### config.mk
export PLATFORM = sky130hd
export DESIGN_NAME = charge_seq
export DESIGN_NICKNAME = d
export VERILOG_FILES = /design/src/rtl/charge_seq_pkg.sv /design/src/rtl/charge_seq_sec_timer.sv /design/src/rtl/charge_seq_mode_cfg.sv /design/src/rtl/charge_seq_fsm.sv /design/src/rtl/charge_seq.sv
export SDC_FILE = /design/constraint.sdc
export NUM_CORES = 1
export LEC_CHECK = 0
export ABC_AREA = 0
export BUFFER_PORTS_ARGS = -buffer_cell sky130_fd_sc_hd__buf_4
export CORE_UTILIZATION = 54
export CTS_BUF_LIST = sky130_fd_sc_hd__clkbuf_4 sky130_fd_sc_hd__clkbuf_8 sky130_fd_sc_hd__clkbuf_16
export DETAILED_ROUTE_END_ITERATION = 10
export GPL_ROUTABILITY_DRIVEN = 0
export HOLD_SLACK_MARGIN = 0.1
export PLACE_DENSITY = 0.75
export SLEW_MARGIN = 20
export SYNTH_ARGS = -nofsm -noshare
export SYNTH_HDL_FRONTEND = slang
export SYNTH_SLANG_ARGS = --single-unit
### constraint.sdc
create_clock -name clk_i -period 4.9 [get_ports clk_i]
set_clock_uncertainty 0.2 [all_clocks]
set_input_delay 0.98 -clock clk_i [delete_from_list [all_inputs] [get_ports clk_i]]
set_output_delay 0.98 -clock clk_i [all_outputs]
set_load 0.1 [all_outputs]
### src/rtl/charge_seq_pkg.sv
package charge_seq_pkg;
  typedef enum logic [2:0] {
    PH_PEND    = 3'd0,
    PH_FAST    = 3'd1,
    PH_TOP     = 3'd2,
    PH_TRICKLE = 3'd3,
    PH_LOWPWR  = 3'd4
  } phase_e;

  typedef enum logic [2:0] {
    CAUSE_NONE  = 3'd0,
    CAUSE_TEMP  = 3'd1,
    CAUSE_VMAX  = 3'd2,
    CAUSE_SLOPE = 3'd3,
    CAUSE_TIME  = 3'd4
  } cause_e;

  localparam logic [1:0] MODE_LOW  = 2'd0;
  localparam logic [1:0] MODE_MID  = 2'd1;
  localparam logic [1:0] MODE_HIGH = 2'd2;
endpackage

### src/rtl/charge_seq_sec_timer.sv
module charge_seq_sec_timer #(
  parameter int TICKS_PER_SEC = 1000,
  parameter int TW            = 16
) (
  input  logic          clk_i,
  input  logic          rst_ni,
  input  logic          tick_i,
  input  logic          run_i,
  input  logic          clr_i,
  output logic [TW-1:0] elapsed_o
);
  localparam int PW = (TICKS_PER_SEC > 1) ? $clog2(TICKS_PER_SEC) : 1;
  localparam logic [PW-1:0] PRE_LAST = PW'(TICKS_PER_SEC - 1);

  logic [PW-1:0] pre_q;

  always_ff @(posedge clk_i or negedge rst_ni) begin
    if (!rst_ni) begin
      pre_q     <= '0;
      elapsed_o <= '0;
    end else if (clr_i) begin
      pre_q     <= '0;
      elapsed_o <= '0;
    end else if (run_i && tick_i) begin
      if (pre_q == PRE_LAST) begin
        pre_q <= '0;
        if (elapsed_o != '1) elapsed_o <= elapsed_o + 1'b1;
      end else begin
        pre_q <= pre_q + 1'b1;
      end
    end
  end

  // cleared timer starts from zero
  assert_clr_zero_R10: assert property (@(posedge clk_i) disable iff (!rst_ni)
    clr_i |=> (elapsed_o == '0));
  // a stopped timer holds its value
  assert_hold_when_stopped_R9: assert property (@(posedge clk_i) disable iff (!rst_ni)
    (!run_i && !clr_i) |=> $stable(elapsed_o));
endmodule

### src/rtl/charge_seq_mode_cfg.sv
module charge_seq_mode_cfg
  import charge_seq_pkg::*;
#(
  parameter int SEC_PER_MIN   = 60,
  parameter int ALT_MID_LIMIT = 0,
  parameter int TW            = 16
) (
  input  logic [1:0]    mode_i,
  output logic [TW-1:0] limit_o,
  output logic [TW-1:0] holdoff_o,
  output logic          topoff_en_o,
  output logic          slope_neg_o
);
  localparam logic [TW-1:0] LIM_LOW  = TW'(80 * SEC_PER_MIN);
  localparam logic [TW-1:0] LIM_HIGH = TW'(40 * SEC_PER_MIN);

  logic [TW-1:0] lim_mid;

  generate
    if (ALT_MID_LIMIT != 0) begin : g_mid_short
      assign lim_mid = TW'(160 * SEC_PER_MIN);
    end else begin : g_mid_long
      assign lim_mid = TW'(200 * SEC_PER_MIN);
    end
  endgenerate

  always_comb begin
    unique case (mode_i)
      MODE_LOW: begin
        limit_o = LIM_LOW;  holdoff_o = TW'(150); topoff_en_o = 1'b1; slope_neg_o = 1'b0;
      end
      MODE_HIGH: begin
        limit_o = LIM_HIGH; holdoff_o = TW'(75);  topoff_en_o = 1'b0; slope_neg_o = 1'b1;
      end
      default: begin
        limit_o = lim_mid;  holdoff_o = TW'(300); topoff_en_o = 1'b0; slope_neg_o = 1'b0;
      end
    endcase
  end
endmodule

### src/rtl/charge_seq_fsm.sv
module charge_seq_fsm
  import charge_seq_pkg::*;
#(
  parameter int START_DLY_TICKS = 500,
  parameter int TW              = 16
) (
  input  logic          clk_i,
  input  logic          rst_ni,
  input  logic          tick_i,
  input  logic          vbat_lo_i,
  input  logic          vbat_hi_i,
  input  logic          vbat_pd_i,
  input  logic          temp_hot_i,
  input  logic          temp_cut_i,
  input  logic [1:0]    mode_i,
  input  logic          inhibit_i,
  input  logic          vterm_i,
  input  logic [TW-1:0] elapsed_i,
  input  logic [TW-1:0] limit_i,
  input  logic [TW-1:0] holdoff_len_i,
  input  logic          topoff_en_i,
  output logic [1:0]    mode_o,
  output logic          timer_run_o,
  output logic          timer_clr_o,
  output phase_e        phase_o,
  output logic          holdoff_o,
  output logic          det_rst_o,
  output cause_e        term_o
);
  localparam int DW = (START_DLY_TICKS > 0) ? $clog2(START_DLY_TICKS + 1) : 1;
  localparam logic [DW-1:0] DLY_LOAD = DW'(START_DLY_TICKS);

  phase_e        state_q, state_d;
  cause_e        term_q, term_d;
  logic [1:0]    mode_q, mode_d;
  logic [DW-1:0] dly_q, dly_d;
  logic          hi_q, hi_fall, expired, hold, clr, det_q;

  assign hi_fall = hi_q && !vbat_hi_i;
  assign expired = (elapsed_i >= limit_i);
  assign hold    = (state_q == PH_FAST) && (elapsed_i < holdoff_len_i);

  always_comb begin
    state_d = state_q;
    term_d  = term_q;
    mode_d  = mode_q;
    dly_d   = dly_q;
    clr     = 1'b0;
    if (vbat_pd_i) begin
      state_d = PH_LOWPWR;
    end else if (state_q == PH_LOWPWR) begin
      state_d = PH_TRICKLE;
    end else if (hi_fall) begin
      state_d = PH_PEND;
      term_d  = CAUSE_NONE;
      dly_d   = DLY_LOAD;
    end else begin
      unique case (state_q)
        PH_PEND: begin
          if (dly_q != '0) begin
            if (tick_i) dly_d = dly_q - 1'b1;
          end else if (!vbat_lo_i && !vbat_hi_i && !temp_hot_i) begin
            state_d = PH_FAST;
            mode_d  = mode_i;
            clr     = 1'b1;
          end else begin
            state_d = PH_TRICKLE;
          end
        end
        PH_FAST: begin
          if (temp_cut_i) begin
            state_d = PH_TRICKLE; term_d = CAUSE_TEMP;
          end else if (!inhibit_i) begin
            if (vbat_hi_i) begin
              state_d = PH_TRICKLE; term_d = CAUSE_VMAX;
            end else if ((vterm_i && !hold) || expired) begin
              term_d  = (vterm_i && !hold) ? CAUSE_SLOPE : CAUSE_TIME;
              state_d = topoff_en_i ? PH_TOP : PH_TRICKLE;
              clr     = topoff_en_i;
            end
          end
        end
        PH_TOP: begin
          if (temp_cut_i) begin
            state_d = PH_TRICKLE; term_d = CAUSE_TEMP;
          end else if (!inhibit_i) begin
            if (vbat_hi_i) begin
              state_d = PH_TRICKLE; term_d = CAUSE_VMAX;
            end else if (expired) begin
              state_d = PH_TRICKLE; term_d = CAUSE_TIME;
            end
          end
        end
        default: ;
      endcase
    end
  end

  always_ff @(posedge clk_i or negedge rst_ni) begin
    if (!rst_ni) begin
      state_q <= PH_PEND;
      term_q  <= CAUSE_NONE;
      mode_q  <= MODE_MID;
      dly_q   <= '0;
      hi_q    <= 1'b0;
      det_q   <= 1'b0;
    end else begin
      state_q <= state_d;
      term_q  <= term_d;
      mode_q  <= mode_d;
      dly_q   <= dly_d;
      hi_q    <= vbat_hi_i;
      det_q   <= clr && (state_d == PH_FAST);
    end
  end

  assign phase_o     = state_q;
  assign term_o      = term_q;
  assign mode_o      = mode_q;
  assign holdoff_o   = hold;
  assign det_rst_o   = det_q;
  assign timer_clr_o = clr;
  assign timer_run_o = ((state_q == PH_FAST) || (state_q == PH_TOP)) && !inhibit_i;

  // fast charge entered only from valid conditions
  assert_fast_entry_valid_R2: assert property (@(posedge clk_i) disable iff (!rst_ni)
    (state_q == PH_FAST && $past(state_q) == PH_PEND)
      |-> $past(!vbat_lo_i && !vbat_hi_i && !temp_hot_i));
  // top-off only follows fast charge with top-off enabled
  assert_topoff_mode_R7: assert property (@(posedge clk_i) disable iff (!rst_ni)
    (state_q == PH_TOP && $past(state_q) == PH_FAST) |-> topoff_en_i);
  // power-down flag forces low-power
  assert_lowpwr_entry_R11: assert property (@(posedge clk_i) disable iff (!rst_ni)
    vbat_pd_i |=> (state_q == PH_LOWPWR));
  // inhibit freezes the charging phase
  assert_inhibit_freeze_R9: assert property (@(posedge clk_i) disable iff (!rst_ni)
    (inhibit_i && (state_q == PH_FAST || state_q == PH_TOP) && !temp_cut_i
     && !vbat_pd_i && !hi_fall) |=> $stable(state_q));
  // slope events do not end fast charge during hold-off
  assert_holdoff_ignores_slope_R6: assert property (@(posedge clk_i) disable iff (!rst_ni)
    (hold && !temp_cut_i && !vbat_hi_i && !vbat_pd_i && !hi_fall && !expired)
      |=> (state_q == PH_FAST));
endmodule

### src/rtl/charge_seq.sv
module charge_seq
  import charge_seq_pkg::*;
#(
  parameter int TICKS_PER_SEC   = 1000,
  parameter int SEC_PER_MIN     = 60,
  parameter int START_DLY_TICKS = 500,
  parameter int ALT_MID_LIMIT   = 0
) (
  input  logic       clk_i,
  input  logic       rst_ni,
  input  logic       tick_ms_i,
  input  logic       vbat_lo_i,
  input  logic       vbat_hi_i,
  input  logic       vbat_pd_i,
  input  logic       temp_hot_i,
  input  logic       temp_cut_i,
  input  logic [1:0] mode_i,
  input  logic       inhibit_i,
  input  logic       vterm_i,
  output logic [2:0] phase_o,
  output logic       led_en_o,
  output logic       holdoff_o,
  output logic       det_rst_o,
  output logic       slope_neg_o,
  output logic [2:0] term_o
);
  localparam int TW = $clog2(200 * SEC_PER_MIN + 1);

  logic [TW-1:0] elapsed, limit_s, holdoff_s;
  logic [1:0]    mode_q;
  logic          topoff_en, run, clr;
  phase_e        phase;
  cause_e        term;

  charge_seq_sec_timer #(.TICKS_PER_SEC(TICKS_PER_SEC), .TW(TW)) i_timer (
    .clk_i(clk_i), .rst_ni(rst_ni), .tick_i(tick_ms_i),
    .run_i(run), .clr_i(clr), .elapsed_o(elapsed)
  );

  charge_seq_mode_cfg #(.SEC_PER_MIN(SEC_PER_MIN), .ALT_MID_LIMIT(ALT_MID_LIMIT), .TW(TW)) i_cfg (
    .mode_i(mode_q), .limit_o(limit_s), .holdoff_o(holdoff_s),
    .topoff_en_o(topoff_en), .slope_neg_o(slope_neg_o)
  );

  charge_seq_fsm #(.START_DLY_TICKS(START_DLY_TICKS), .TW(TW)) i_fsm (
    .clk_i(clk_i), .rst_ni(rst_ni), .tick_i(tick_ms_i),
    .vbat_lo_i(vbat_lo_i), .vbat_hi_i(vbat_hi_i), .vbat_pd_i(vbat_pd_i),
    .temp_hot_i(temp_hot_i), .temp_cut_i(temp_cut_i), .mode_i(mode_i),
    .inhibit_i(inhibit_i), .vterm_i(vterm_i), .elapsed_i(elapsed),
    .limit_i(limit_s), .holdoff_len_i(holdoff_s), .topoff_en_i(topoff_en),
    .mode_o(mode_q), .timer_run_o(run), .timer_clr_o(clr), .phase_o(phase),
    .holdoff_o(holdoff_o), .det_rst_o(det_rst_o), .term_o(term)
  );

  assign phase_o  = phase;
  assign term_o   = term;
  assign led_en_o = (phase == PH_FAST);

  // det reset pulse only in a fast-charge cycle
  assert_det_rst_in_fast_R8: assert property (@(posedge clk_i) disable iff (!rst_ni)
    det_rst_o |-> (led_en_o && !$past(led_en_o)));
endmodule

==> metrics.md, run 1 <==
| Metric | Value |
|---|---|
| Status | `finished, final reports clean` |
| Diode count | `0` |
| CP Capture Type | `output pin` |
| IO buf count | `21` |
| Synth Area in Compound Gates | `0.204` |
| Total clock sinks | `43` |
| Unrepaired setup endpoints after global routing | `no` |
| Post-synthesis net count | `roughly 350` |
| Pwr dens | `roughly 320 nW/um2` |
| CP peak stage delay | `between 0.4 and 0.5 ns` |
| Post-synth EDFFs | `0` |
| Die H | `~77 um` |
| Mapped Area | `3020 um2` |
| Clock Latency Late Sink | `a little under 0.3 ns` |
| Fin. max-slew vios | `0` |
| Max Root-Sink Buffers | `2` |
| Critical path startpoint category | `flop` |
| Die X | `~77 um` |
| GRT Util Overall | `0.233` |
| WL final | `about 6200 um` |
| Post-detail-place hpwl | `between 4000 and 5000 um` |
| Slew HR | `0.587` |
| Max_cap viols | `0` |
| Register area share after synthesis | `0.357` |
| Seq cells post-synth | `43` |
| Starting Density | `0.576` |
| CTS buffer count | `5` |
| Total grt overflow | `0` |
| Share of cells above drive strength 1 | `0.192` |
| Largest net degree at the start of global routing | `44` |
| Final setup viols | `0` |
| Hold Buf Count CTS | `0` |
| DRC Markers | `0` |
| Area growth, synth to finish | `10.8%` |
| Tmin final | `~3.6 ns` |
| Main synth FF type | `dfrtp_1` |
| Cell Rows | `26` |
| Crit-path slowest cell | `dfrtp_1` |
| Util after Layout | `0.639` |
| Drt first pass iters | `4` |
| Least-Margin Pin Slew | `0.614 ns` |
| Req. time, crit path | `around 3.7 ns` |
| Initial antenna violation count | `0` |
| Main combinational cell family by area after synthesis | `simple AND/OR/NAND/NOR gates` |
| CTS tree | `yes` |
| Vias per inst | `approximately 6.0` |
| Peak supply drop | `between 0.0002 and 0.0003 V` |
| Iter 0 DRT Violations | `185` |
| Post-synthesis xor/xnor area fraction | `0.0755` |
| Total setup buffers inserted after CTS | `0` |
| Synthesized instance count | `approximately 320` |
| Final Hold Vio Count | `0` |
| Setup TNS | `0 ns` |
| Die footprint | `about 5900 um2` |
| CTS root buf | `clkbuf_8` |
| Multiplexer share of the synthesized area | `0.0207` |
| Placed insts | `just under 400` |
| Drt wl/cell | `15.4 um` |
| Clock transition at the registers of the reported paths | `0.08 ns` |
| Final #Nets | `between 300 and 400` |
| Core area | `between 5000 and 6000 um2` |
| Hold Path Class | `reg -> reg` |
| Cell family with most CP delay | `compound AO/OA/AOI/OAI gates` |
| Adder-Cell Fraction of Synth Area | `0.0622` |
| Worst-path maximum fanout | `6` |
| Post-route insts no fill | `around 400` |
| Sum of buffers and inverters on the critical path | `2` |
| Leak pwr | `approximately 1.4 nW` |
| Worst path arrival time | `between 2 and 2.5 ns` |
| Ports | `22` |
| Post-DRT Antenna Nets | `0` |
| Avg Cell Area, Syn | `~9.5 um2` |
| Commonest cells after routing, fill and taps aside | `dfrtp_1 (42), nand2_1 (28), buf_4 (23), nor2_1 (16), xnor2_1 (16)` |
| Unique masters post-synth | `61` |
| Warnings, synthesis | `0` |
| Crit-path cells | `nor2_1 > inv_1 > ha_1 > a31o_1 > a21o_1 > a21oi_2 > buf_4` |
| Simple-gate share of the synthesized area | `0.237` |
| Post-cts sizing count | `0` |
| H-tree depth | `2` |
| Fin crit share | `0.731` |
| Most common cell after layout, fill and taps aside | `dfrtp_1` |
| Vias in the first global route | `2421` |
| Vias | `approximately 2.4k` |
| Synth async-reset ratio | `1.00` |
| First-pass GRT wire length | `11100 um` |
| CP Class | `reg -> out` |
| Max Clk Rate | `around 280 MHz` |
## report_power, final
| part | switching [W] | internal [W] |
|---|---|---|
| logic | 0.000191 | 0.0000955 |
| clock network | 0.000119 | 0.000209 |
| registers | 0.0000512 | 0.000397 |
## worst min-delay path, cell delays in order, from the launching register on
cell	delay, ns
dfrtp_1	0.36
o31ai_1	0.07
nand2_1	0.06
## Yosys cell counts, types with 2 or more instances
| master | number | area share |
|---|---|---|
| and3_1 | 7 | 0.015 |
| a21oi_1 | 16 | 0.027 |
| a31oi_1 | 3 | 0.0062 |
| and2_1 | 3 | 0.0062 |
| ha_1 | 15 | 0.062 |
| mux2_2 | 2 | 0.0075 |
| buf_2 | 4 | 0.0066 |
| nand2_1 | 28 | 0.035 |
| buf_6 | 3 | 0.011 |
| o31ai_1 | 2 | 0.0050 |
| or3_1 | 2 | 0.0041 |
| nor2b_1 | 5 | 0.010 |
| dfrtp_1 | 42 | 0.35 |
| o21bai_1 | 3 | 0.0075 |
| nand3b_1 | 3 | 0.0075 |
| xnor2_1 | 16 | 0.046 |
| nor4_1 | 7 | 0.015 |
| nor3b_1 | 4 | 0.010 |
| nor3_2 | 2 | 0.0066 |
| a211oi_1 | 6 | 0.015 |
| inv_1 | 12 | 0.015 |
| mux2i_1 | 4 | 0.013 |
| xor2_1 | 10 | 0.029 |
| a21o_1 | 6 | 0.015 |
| a211oi_2 | 15 | 0.062 |
| clkbuf_1 | 7 | 0.0087 |
| nand2b_1 | 7 | 0.015 |
| o21ai_0 | 6 | 0.010 |
| nor2_1 | 16 | 0.020 |
| o2111ai_1 | 2 | 0.0058 |
| nand3_1 | 15 | 0.025 |
| nor3_1 | 11 | 0.018 |
| nand4_1 | 6 | 0.012 |
## per-layer routing
layer / vias up / GRT usage / share of wire
li1: 1201 / - / -
met1: 1177 / 0.310 / 0.48
met2: 54 / 0.379 / 0.48
met3: 5 / 0.0476 / 0.037
met4: 0 / 0.0712 / 0.0064
met5: - / 0 / 0
## final cells by class
cell class              instances  area [um2]
fillers                       430        1890
repair buffers                 23         173
clock buffers                   6        76.3
clock inverters                 2        60.1
flip-flops and latches         43        1080
multi-input cells             247        1820
inverters                      13        48.8
well taps                      70        87.6
## path summary, 6_finish.rpt
path | to | depth (start not counted) | start | slack [ns]
worst max-delay path | holdoff_o | 7 | i_fsm.mode_o[1] | 1.32
worst min-delay path | i_fsm.dly_q[8] | 2 | i_fsm.dly_q[8] | 0.32
worst min register to register | i_fsm.dly_q[8] | 2 | i_fsm.dly_q[8] | 0.32
max in group asynchronous | i_fsm.phase_o[0] | 1 | rst_ni | 3.66
min in group asynchronous | i_fsm.mode_o[1] | 1 | rst_ni | 0.46
worst max register to register | i_timer.elapsed_o[12] | 10 | i_fsm.mode_o[1] | 1.68
## cells by family after synthesis
logic type	Yosys count
AND/OR/NAND/NOR	128
AO/OA/AOI/OAI	72
flip-flops	43
buffers and inverters	28
XOR/XNOR	26
adder cells (fa/ha/maj)	15
multiplexers	6
## metrics by stage
stage               worst slack (ns)  cell area [um2]  total power, W  hold slack (ns)
finish                          1.32             3340         0.00106            0.324
CTS                             1.31             3340         0.00108            0.321
global route                    1.20             3340         0.00112            0.345
detailed placement              1.68             3210        0.000743            0.299
floorplan                      0.141             3030        0.000674            0.274
global placement                1.71             3210        0.000735            0.287
## state kept, by name (all words and copies together), names as in the netlist
name	count
i_fsm.det_rst_o	1
i_fsm.dly_q	9
i_fsm.hi_q	1
i_fsm.mode_o	2
i_fsm.phase_o	3
i_fsm.term_o	3
i_timer.elapsed_o	14
i_timer.pre_q	10
(Power assumes the default switching activity.)
==> run 2, diff against run 1 <==
--- a/config.mk
+++ b/config.mk
@@ -5,14 +5,14 @@
 export SDC_FILE = /design/constraint.sdc
 export NUM_CORES = 1
 export LEC_CHECK = 0
-export ABC_AREA = 0
+export ABC_AREA = 1
 export BUFFER_PORTS_ARGS = -buffer_cell sky130_fd_sc_hd__buf_4
 export CORE_UTILIZATION = 54
 export CTS_BUF_LIST = sky130_fd_sc_hd__clkbuf_4 sky130_fd_sc_hd__clkbuf_8 sky130_fd_sc_hd__clkbuf_16
 export DETAILED_ROUTE_END_ITERATION = 10
 export GPL_ROUTABILITY_DRIVEN = 0
 export HOLD_SLACK_MARGIN = 0.1
-export PLACE_DENSITY = 0.75
+export PLACE_DENSITY = 0.77
 export SLEW_MARGIN = 20
 export SYNTH_ARGS = -nofsm -noshare
 export SYNTH_HDL_FRONTEND = slang
==> constraint.sdc (replaced) <==
create_clock -name clk_i -period 3.1 [get_ports clk_i]
set_clock_uncertainty 0.2 [all_clocks]
set_input_delay 0.62 -clock clk_i [delete_from_list [all_inputs] [get_ports clk_i]]
set_output_delay 0.62 -clock clk_i [all_outputs]
set_load 0.1 [all_outputs]
==> metrics.md, run 2 <==
| Metric | Value |
|---|---|
| Fin. max-slew vios | `0 (unchanged)` |
| Crit-path cells | `inv_2 > nand2_2 > ha_1 > nand2_1 > o21ai_0 > inv_1 > nand2_1 > nand2_1 > nand2_1 > inv_1 > buf_6` |
| Clock Latency Late Sink | `0.31 ns (+0.02 ns)` |
| Commonest cells after routing, fill and taps aside | `nand2_1 (98), inv_1 (66), nor2_1 (54), dfrtp_1 (42), nand3_1 (35)` |
| Cell Rows | `27 (+3.8%)` |
| Diode count | `0 (unchanged)` |
| H-tree depth | `2 (unchanged)` |
| Synth top area cells | `dfrtp_1 (34%), nand2_1 (12%), inv_1 (8.1%)` |
| Vias | `2823 (+16%)` |
| Synth top area share | `0.342 (-0.00596)` |
| Synth async-reset ratio | `1.00 (unchanged)` |
| CP Class | `reg -> out` |
| Max_cap viols | `0 (unchanged)` |
| Share of cells above drive strength 1 | `0.130 (-0.0619)` |
| Clock transition at the registers of the reported paths | `0.08 ns (about the same)` |
| Sum of buffers and inverters on the critical path | `4 (+2)` |
| M1 WL | `3260 um (+10%)` |
| Worst-path maximum fanout | `10 (+4)` |
| Placed cell areas | `3310 um2 (+3.2%)` |
| CP peak stage delay | `0.60 ns (+0.17 ns)` |
| Design Area, Final | `3450 um2 (+3.1%)` |
| WL final | `6990 um (+13%)` |
| Hold Path Class | `in -> async` |
| Crit-path slowest cell | `dfstp_2` |
| Hold Buf Count CTS | `0 (unchanged)` |
| Count leader, synth | `nand2_1` |
| First-pass GRT wire length | `12100 um (+9.7%)` |
| Worst path arrival time | `2.09 ns (-0.31 ns)` |
| Final Hold Vio Count | `0 (unchanged)` |
| Setup TNS | `0 ns (unchanged)` |
| Commonest cells in the synthesized netlist | `nand2_1 (98), inv_1 (66), nor2_1 (55), dfrtp_1 (42), nand3_1 (35)` |
| Status | `finished, final reports clean` |
| FF+latch area | `1080 um2 (unchanged)` |
| Die X | `77.4 um (+0.85%)` |
| CTS root buf | `clkbuf_8` |
| Starting Density | `0.558 (-0.0186)` |
| Cell mode on critical path | `nand2_1` |
| Core area | `5510 um2 (+5.1%)` |
| Area growth, synth to finish | `12.3%` |
| Unique masters post-synth | `39 (-36%)` |
| Most common cell after layout, fill and taps aside | `nand2_1` |
| Max Clk Rate | `about 340 MHz` |
| Final #Nets | `481 (+34%)` |
| Top reg by flops | `i_timer.elapsed_o` |
| Total clock sinks | `43 (unchanged)` |
| Drt first pass iters | `5 (+1)` |
| Max reg flops | `14 (unchanged)` |
| Max Root-Sink Buffers | `2 (unchanged)` |
| Critical path startpoint category | `flop` |
| Peak supply drop | `0.000444 V (+64%)` |
| Initial antenna violation count | `0 (unchanged)` |
| DRC Markers | `0 (unchanged)` |
| Seq cells post-synth | `43 (unchanged)` |
| Uppermost routed layer | `met4` |
| Pwr dens | `515 nW/um2 (+62%)` |
| Ports | `22 (unchanged)` |
| Register area share after synthesis | `0.351 (-0.00611)` |
| Main synth FF type | `dfrtp_1` |
| CTS buffer count | `5 (unchanged)` |
| Tmin final | `2.91 ns` |
| Final setup viols | `0 (unchanged)` |
| Warnings, synthesis | `0 (unchanged)` |
| Post-synth EDFFs | `0 (unchanged)` |
| Avg Cell Area, Syn | `7.17 um2 (-24%)` |
| Unrepaired setup endpoints after global routing | `no` |
| Least-Margin Pin Slew | `0.650 ns (+0.0356 ns)` |
| Area of the multi-input gates | `1700 um2 (-6.5%)` |
| IO buf count | `21 (unchanged)` |
| Fin crit share | `0.940` |
| CTS tree | `yes` |
| Synthesized instance count | `428 (+35%)` |
| Vias in the first global route | `2763 (+14%)` |
| Filler instances | `511 (+19%)` |
| Post-synthesis net count | `455 (+32%)` |
| Die H | `77.4 um (+0.85%)` |
| Synth area leader | `dfrtp_1` |
| Post-detail-place hpwl | `5360 um (+24%)` |
| Post-DRT Antenna Nets | `0 (unchanged)` |
| Cell family with most CP delay | `flip-flops` |
| CP Capture Type | `output pin` |
| Wire length on met3 | `261 um (+14%)` |
| Leak pwr | `1.76 nW (+25%)` |
| Vias per inst | `5.36 (-11%)` |
| Met2 WL post-DR | `3340 um (+12%)` |
| Drt wl/cell | `13.3 um (-14%)` |
| Slew HR | `0.563 (-0.0243)` |
| Top Registers | `i_timer.elapsed_o (14), i_timer.pre_q (10), i_fsm.dly_q (9)` |
| Total grt overflow | `0 (unchanged)` |
| Mapped Area | `3070 um2 (+1.7%)` |
| Die footprint | `5990 um2 (+1.7%)` |
| Req. time, crit path | `2.28 ns (-1.44 ns)` |
| Largest net degree at the start of global routing | `44 (unchanged)` |
| Iter 0 DRT Violations | `134 (-28%)` |
| GRT Util Overall | `0.252 (+0.0197)` |
-- run 2: cell types whose count changed after synthesis, moves of 6 or more --
cell,delta
nand3_1,+20
nand2b_1,-7
nor2_1,+39
nand2_1,+70
a21o_1,-6
xnor2_1,-15
a211oi_1,-6
a211oi_2,-15
nand3_2,+7
inv_1,+54
-- run 2: worst paths after layout --
| check | cells after the start | endpoint | slack [ns] | start |
|---|---|---|---|---|
| max in group asynchronous | 1 | i_fsm.dly_q[2] | 2.21 | rst_ni |
| worst max-delay path | 11 | holdoff_o | 0.19 | i_fsm.mode_o[0] |
| worst min register to register | 2 | i_fsm.dly_q[8] | 0.31 | i_fsm.dly_q[8] |
| worst min-delay path | 1 | i_fsm.det_rst_o | 0.09 | rst_ni |
| worst max register to register | 17 | i_timer.elapsed_o[12] | 0.35 | i_fsm.mode_o[0] |
| min in group clk_i | 1 | i_fsm.hi_q | 0.25 | vbat_hi_i |
-- run 2: timing repair --
action	4_1_cts	5_1_grt
gates resized for setup	0	1
setup buffers	0	0
setup endpoints to repair	0	1
-- run 2: power by group --
group	total (W)	switching (W)	internal, W	leakage [nW]
registers	0.000744	0.0000891	0.000655	0.520
clock network	0.000531	0.000210	0.000321	0.0644
logic	0.000500	0.000354	0.000146	1.18
total	0.00178	0.000653	0.00112	1.76
-- run 2: layout make-up --
cell class | count | share of cell area
Inverter | 73 | 0.0794
Clock buffer | 5 | 0.0199
Tap cell | 72 | 0.0261
Timing Repair Buffer | 22 | 0.0490
Sequential cell | 43 | 0.312
Clock inverter | 3 | 0.0196
Multi-Input combinational cell | 309 | 0.494
-- run 2: metal layers --
metal / vias up / global-route usage
met2: 74 / 0.438
met3: 14 / 0.0388
li1: 1435 / -
met1: 1300 / 0.322
met5: - / 0
met4: 0 / 0.0774
-- run 2: metrics by stage --
stage,std cells,utilization,hold slack [ns],setup WS [ns],power [W]
final,527,0.626,0.0899,0.187,0.00178
after global routing,527,0.626,0.136,0.0155,0.00188
after CTS,527,0.626,0.114,0.135,0.00178
after detailed placement,519,0.601,0.285,0.384,0.00125
after global placement,519,0.601,0.279,0.502,0.00123
after floorplan,428,-,0.124,0.124,0.00111
-- run 2: worst register-to-register path: cells and delay by family (launching register included) --
kind / cells / cell delay (ns)
flip-flops: 1 / 0.60
adder cells (fa/ha/maj): 1 / 0.26
AND/OR/NAND/NOR: 12 / 1.17
AO/OA/AOI/OAI: 2 / 0.21
buffers and inverters: 2 / 0.18
-- run 2: logic make-up (layout without fill, tap and decap cells) --
logic type | after synthesis | count (layout) | share of synthesized area
mux | 2 | 2 | 0.00652
flops | 43 | 43 | 0.351
xor+xnor | 16 | 16 | 0.0456
compound gates | 45 | 45 | 0.0945
fa+ha+maj | 15 | 15 | 0.0611
simple gates | 231 | 231 | 0.346
buf+inv | 76 | 103 | 0.0954
==> run 3, diff against run 2 <==
--- a/config.mk
+++ b/config.mk
@@ -16,4 +16,5 @@
 export SLEW_MARGIN = 20
 export SYNTH_ARGS = -nofsm -noshare
 export SYNTH_HDL_FRONTEND = slang
+export SYNTH_HIERARCHICAL = 1
 export SYNTH_SLANG_ARGS = --single-unit
==> metrics.md, run 3 <==
| Metric | Value |
|---|---|
| Iter 0 DRT Violations | `239 (+78%)` |
| Initial antenna violation count | `0 (unchanged)` |
| Max Clk Rate | `330 MHz (-3.8%)` |
| Synth area leader | `dfrtp_1` |
| Worst r2r dst | `i_timer/elapsed_o[2]` |
| Warnings, synthesis | `6 (+6)` |
| Mapped Area | `3730 um2 (+22%)` |
| Top reg by flops | `i_timer/elapsed_o` |
| Req. time, crit path | `2.28 ns (about the same)` |
| Placed cell areas | `3930 um2 (+19%)` |
| Final #Nets | `618 (+28%)` |
| Vias | `3378 (+20%)` |
| Hold Path Class | `in -> async` |
| DRC Markers | `0 (unchanged)` |
| WL final | `8370 um (+20%)` |
| Reg2Reg Setup Slack | `0.13 ns (-0.22 ns)` |
| Tmin final | `3.03 ns (+0.114 ns)` |
| Drt wl/cell | `12.8 um (-3.4%)` |
| Pwr dens | `392 nW/um2 (-24%)` |
| Post-synth EDFFs | `0 (unchanged)` |
| RR Startpoint | `i_fsm/mode_o[0]` |
| Synth top area cells | `dfrtp_1 (28%), nand2_1 (16%), ha_1 (10%)` |
| Commonest cells in the synthesized netlist | `nand2_1 (163), inv_1 (87), nor2_1 (58), dfrtp_1 (42), ha_1 (30)` |
| Placed insts | `636 (+23%)` |
| Unrepaired setup endpoints after global routing | `yes` |
| Ports | `22 (unchanged)` |
| Final setup viols | `0 (unchanged)` |
| Post-route insts no fill | `653 (+24%)` |
| Reg2reg path depth | `25 (+8)` |
| Die footprint | `7250 um2 (+21%)` |
| CP Capture Type | `output pin` |
| Share of cells above drive strength 1 | `0.210 (+0.0804)` |
| Hold Buf Count CTS | `0 (unchanged)` |
| H-tree depth | `2 (unchanged)` |
| Core area | `6490 um2 (+18%)` |
| Die X | `85.2 um (+10%)` |
| Setup TNS | `0 ns (unchanged)` |
| Max_cap viols | `0 (unchanged)` |
| Avg Cell Area, Syn | `6.78 um2 (-5.5%)` |
| DP Worst Slack | `-0.0531 ns (-0.438 ns)` |
| Worst path arrival time | `2.21 ns (+0.12 ns)` |
| Design Area, Final | `4270 um2 (+24%)` |
| First-pass GRT wire length | `13500 um (+11%)` |
| Starting Density | `0.575 (+0.0174)` |
| Peak supply drop | `0.000431 V (-2.9%)` |
| Least-Margin Pin Slew | `0.560 ns (-0.0897 ns)` |
| Critical path startpoint category | `flop` |
| Total clock sinks | `43 (unchanged)` |
| CTS root buf | `clkbuf_8` |
| CTS tree | `yes` |
| Largest net degree at the start of global routing | `44 (unchanged)` |
| Synthesized instance count | `551 (+29%)` |
| Slew HR | `0.627 (+0.0638)` |
| Max Root-Sink Buffers | `2 (unchanged)` |
| Unique masters post-synth | `42 (+7.7%)` |
| Worst-path maximum fanout | `5 (-5)` |
| Clock transition at the registers of the reported paths | `0.09 ns (about the same)` |
| Register area share after synthesis | `0.288 (-0.0624)` |
| Vias per inst | `5.17 (-3.4%)` |
| Fin crit share | `0.977 (+0.0368)` |
| Worst setup margin | `0.0728 ns (-0.114 ns)` |
| IO buf count | `21 (unchanged)` |
| Commonest cells after routing, fill and taps aside | `nand2_1 (154), inv_1 (82), nor2_1 (54), dfrtp_1 (42), buf_4 (34)` |
| Main synth FF type | `dfrtp_1` |
| CTS buffer count | `5 (unchanged)` |
| Count leader, synth | `nand2_1` |
| Synth top area share | `0.281 (-0.0609)` |
| Total grt overflow | `0 (unchanged)` |
| Area growth, synth to finish | `14.4%` |
| Most common cell after layout, fill and taps aside | `nand2_1` |
| Vias in the first global route | `3038 (+10%)` |
| CP Class | `reg -> out` |
| Post-detail-place hpwl | `6060 um (+13%)` |
| Post-DRT Antenna Nets | `0 (unchanged)` |
| Seq cells post-synth | `43 (unchanged)` |
| Fin. max-slew vios | `0 (unchanged)` |
| Diode count | `0 (unchanged)` |
| Top Registers | `i_timer/elapsed_o (14), i_timer/pre_q (10), i_fsm/dly_q (9)` |
| Status | `finished, final reports clean` |
| Drt first pass iters | `5 (unchanged)` |
| Clock Latency Late Sink | `0.30 ns (about the same)` |
| Die H | `85.2 um (+10%)` |
| Synth async-reset ratio | `1.00 (unchanged)` |
| Cell Rows | `29 (+7.4%)` |
| Leak pwr | `2.22 nW (+26%)` |
| Max reg flops | `14 (unchanged)` |
| Final Hold Vio Count | `0 (unchanged)` |
| GRT Util Overall | `0.236 (-0.0168)` |
| Final hold slack | `0.0942 ns (+0.00427 ns)` |
## run 3: cell types whose count changed in the layout (fill, tap and decap cells not counted), sizes merged, moves of 14 or more
cell   previous run  this run
buf              22        38
ha               15        30
inv              69        96
nand2           104       173
nand3            42        28
nor2             57        74
## run 3: worst max path at each step
stage	from	endpoint	slack, ns	cells past startpoint
after global placement	i_fsm/mode_o[0]	i_timer/elapsed_o[7]	0.09	22
final	i_fsm/mode_o[0]	holdoff_o	0.07	11
after global routing	i_fsm/mode_o[0]	i_timer/elapsed_o[13]	-0.04	25
after detailed placement	i_fsm/mode_o[0]	i_timer/elapsed_o[7]	-0.05	20
after floorplan	i_fsm/mode_o[1]	i_timer/elapsed_o[8]	-0.08	24
after CTS	i_fsm/mode_o[0]	i_timer/elapsed_o[2]	0.0003	24
## run 3: cells by family (layout without fill, tap and decap cells)
kind of cell / Yosys count / after routing / synth area share
AOI/OAI and AO/OA: 39 / 39 / 0.0590
other: 2 / 11 / 0.00201
xor gates and xnor gates: 7 / 7 / 0.0164
adders and majority gates: 30 / 30 / 0.101
DFF: 43 / 43 / 0.288
muxes: 2 / 2 / 0.00536
and+or+nand+nor: 302 / 302 / 0.372
buffers and inverters: 126 / 142 / 0.156
## run 3: report_power, final
| group | switching (W) | total (W) | internal, W |
|---|---|---|---|
| clock network | 0.000197 | 0.000442 | 0.000245 |
| logic | 0.000369 | 0.000516 | 0.000147 |
| registers | 0.0000713 | 0.000714 | 0.000643 |
## run 3: what timing repair did
action	4_1_cts	5_1_grt
buffers inserted	6	4
cloned	0	0
resized for setup	1	29
pin swaps	1	17
endpoints found under the setup margin	15	19
## run 3: worst max-delay path: stages (launching register included)
cell and delay [ns]:
dfstp_2 0.62, buf_4 0.14, inv_1 0.05, ha_1 0.29, nand2_1 0.06, inv_1 0.04, nand2_1 0.07, nor2_1 0.05
nor2_2 0.12, nand2_2 0.10, clkinvlp_4 0.07, buf_4 0.27
## run 3: per-layer routing
metal / track usage / part of all wire
met1: 0.309 / 0.45
met2: 0.400 / 0.49
met3: 0.0370 / 0.042
met4: 0.0740 / 0.015
met5: 0 / 0
## run 3: cell type report
cell class	instances	area, um2
clock inverter	1	30.0
timing repair buffer	38	300
sequential	43	1080
inverter	97	380
clock buffer	6	76.3
fill	523	2220
tap	77	96.3
multi-input combinational	391	2310
## run 3: metrics by stage
stage               total power (W)   util
finish                      0.00167  0.658
global route                0.00176  0.658
CTS                         0.00168  0.629
detailed placement          0.00123  0.605
global placement            0.00122  0.605
floorplan                   0.00111      -
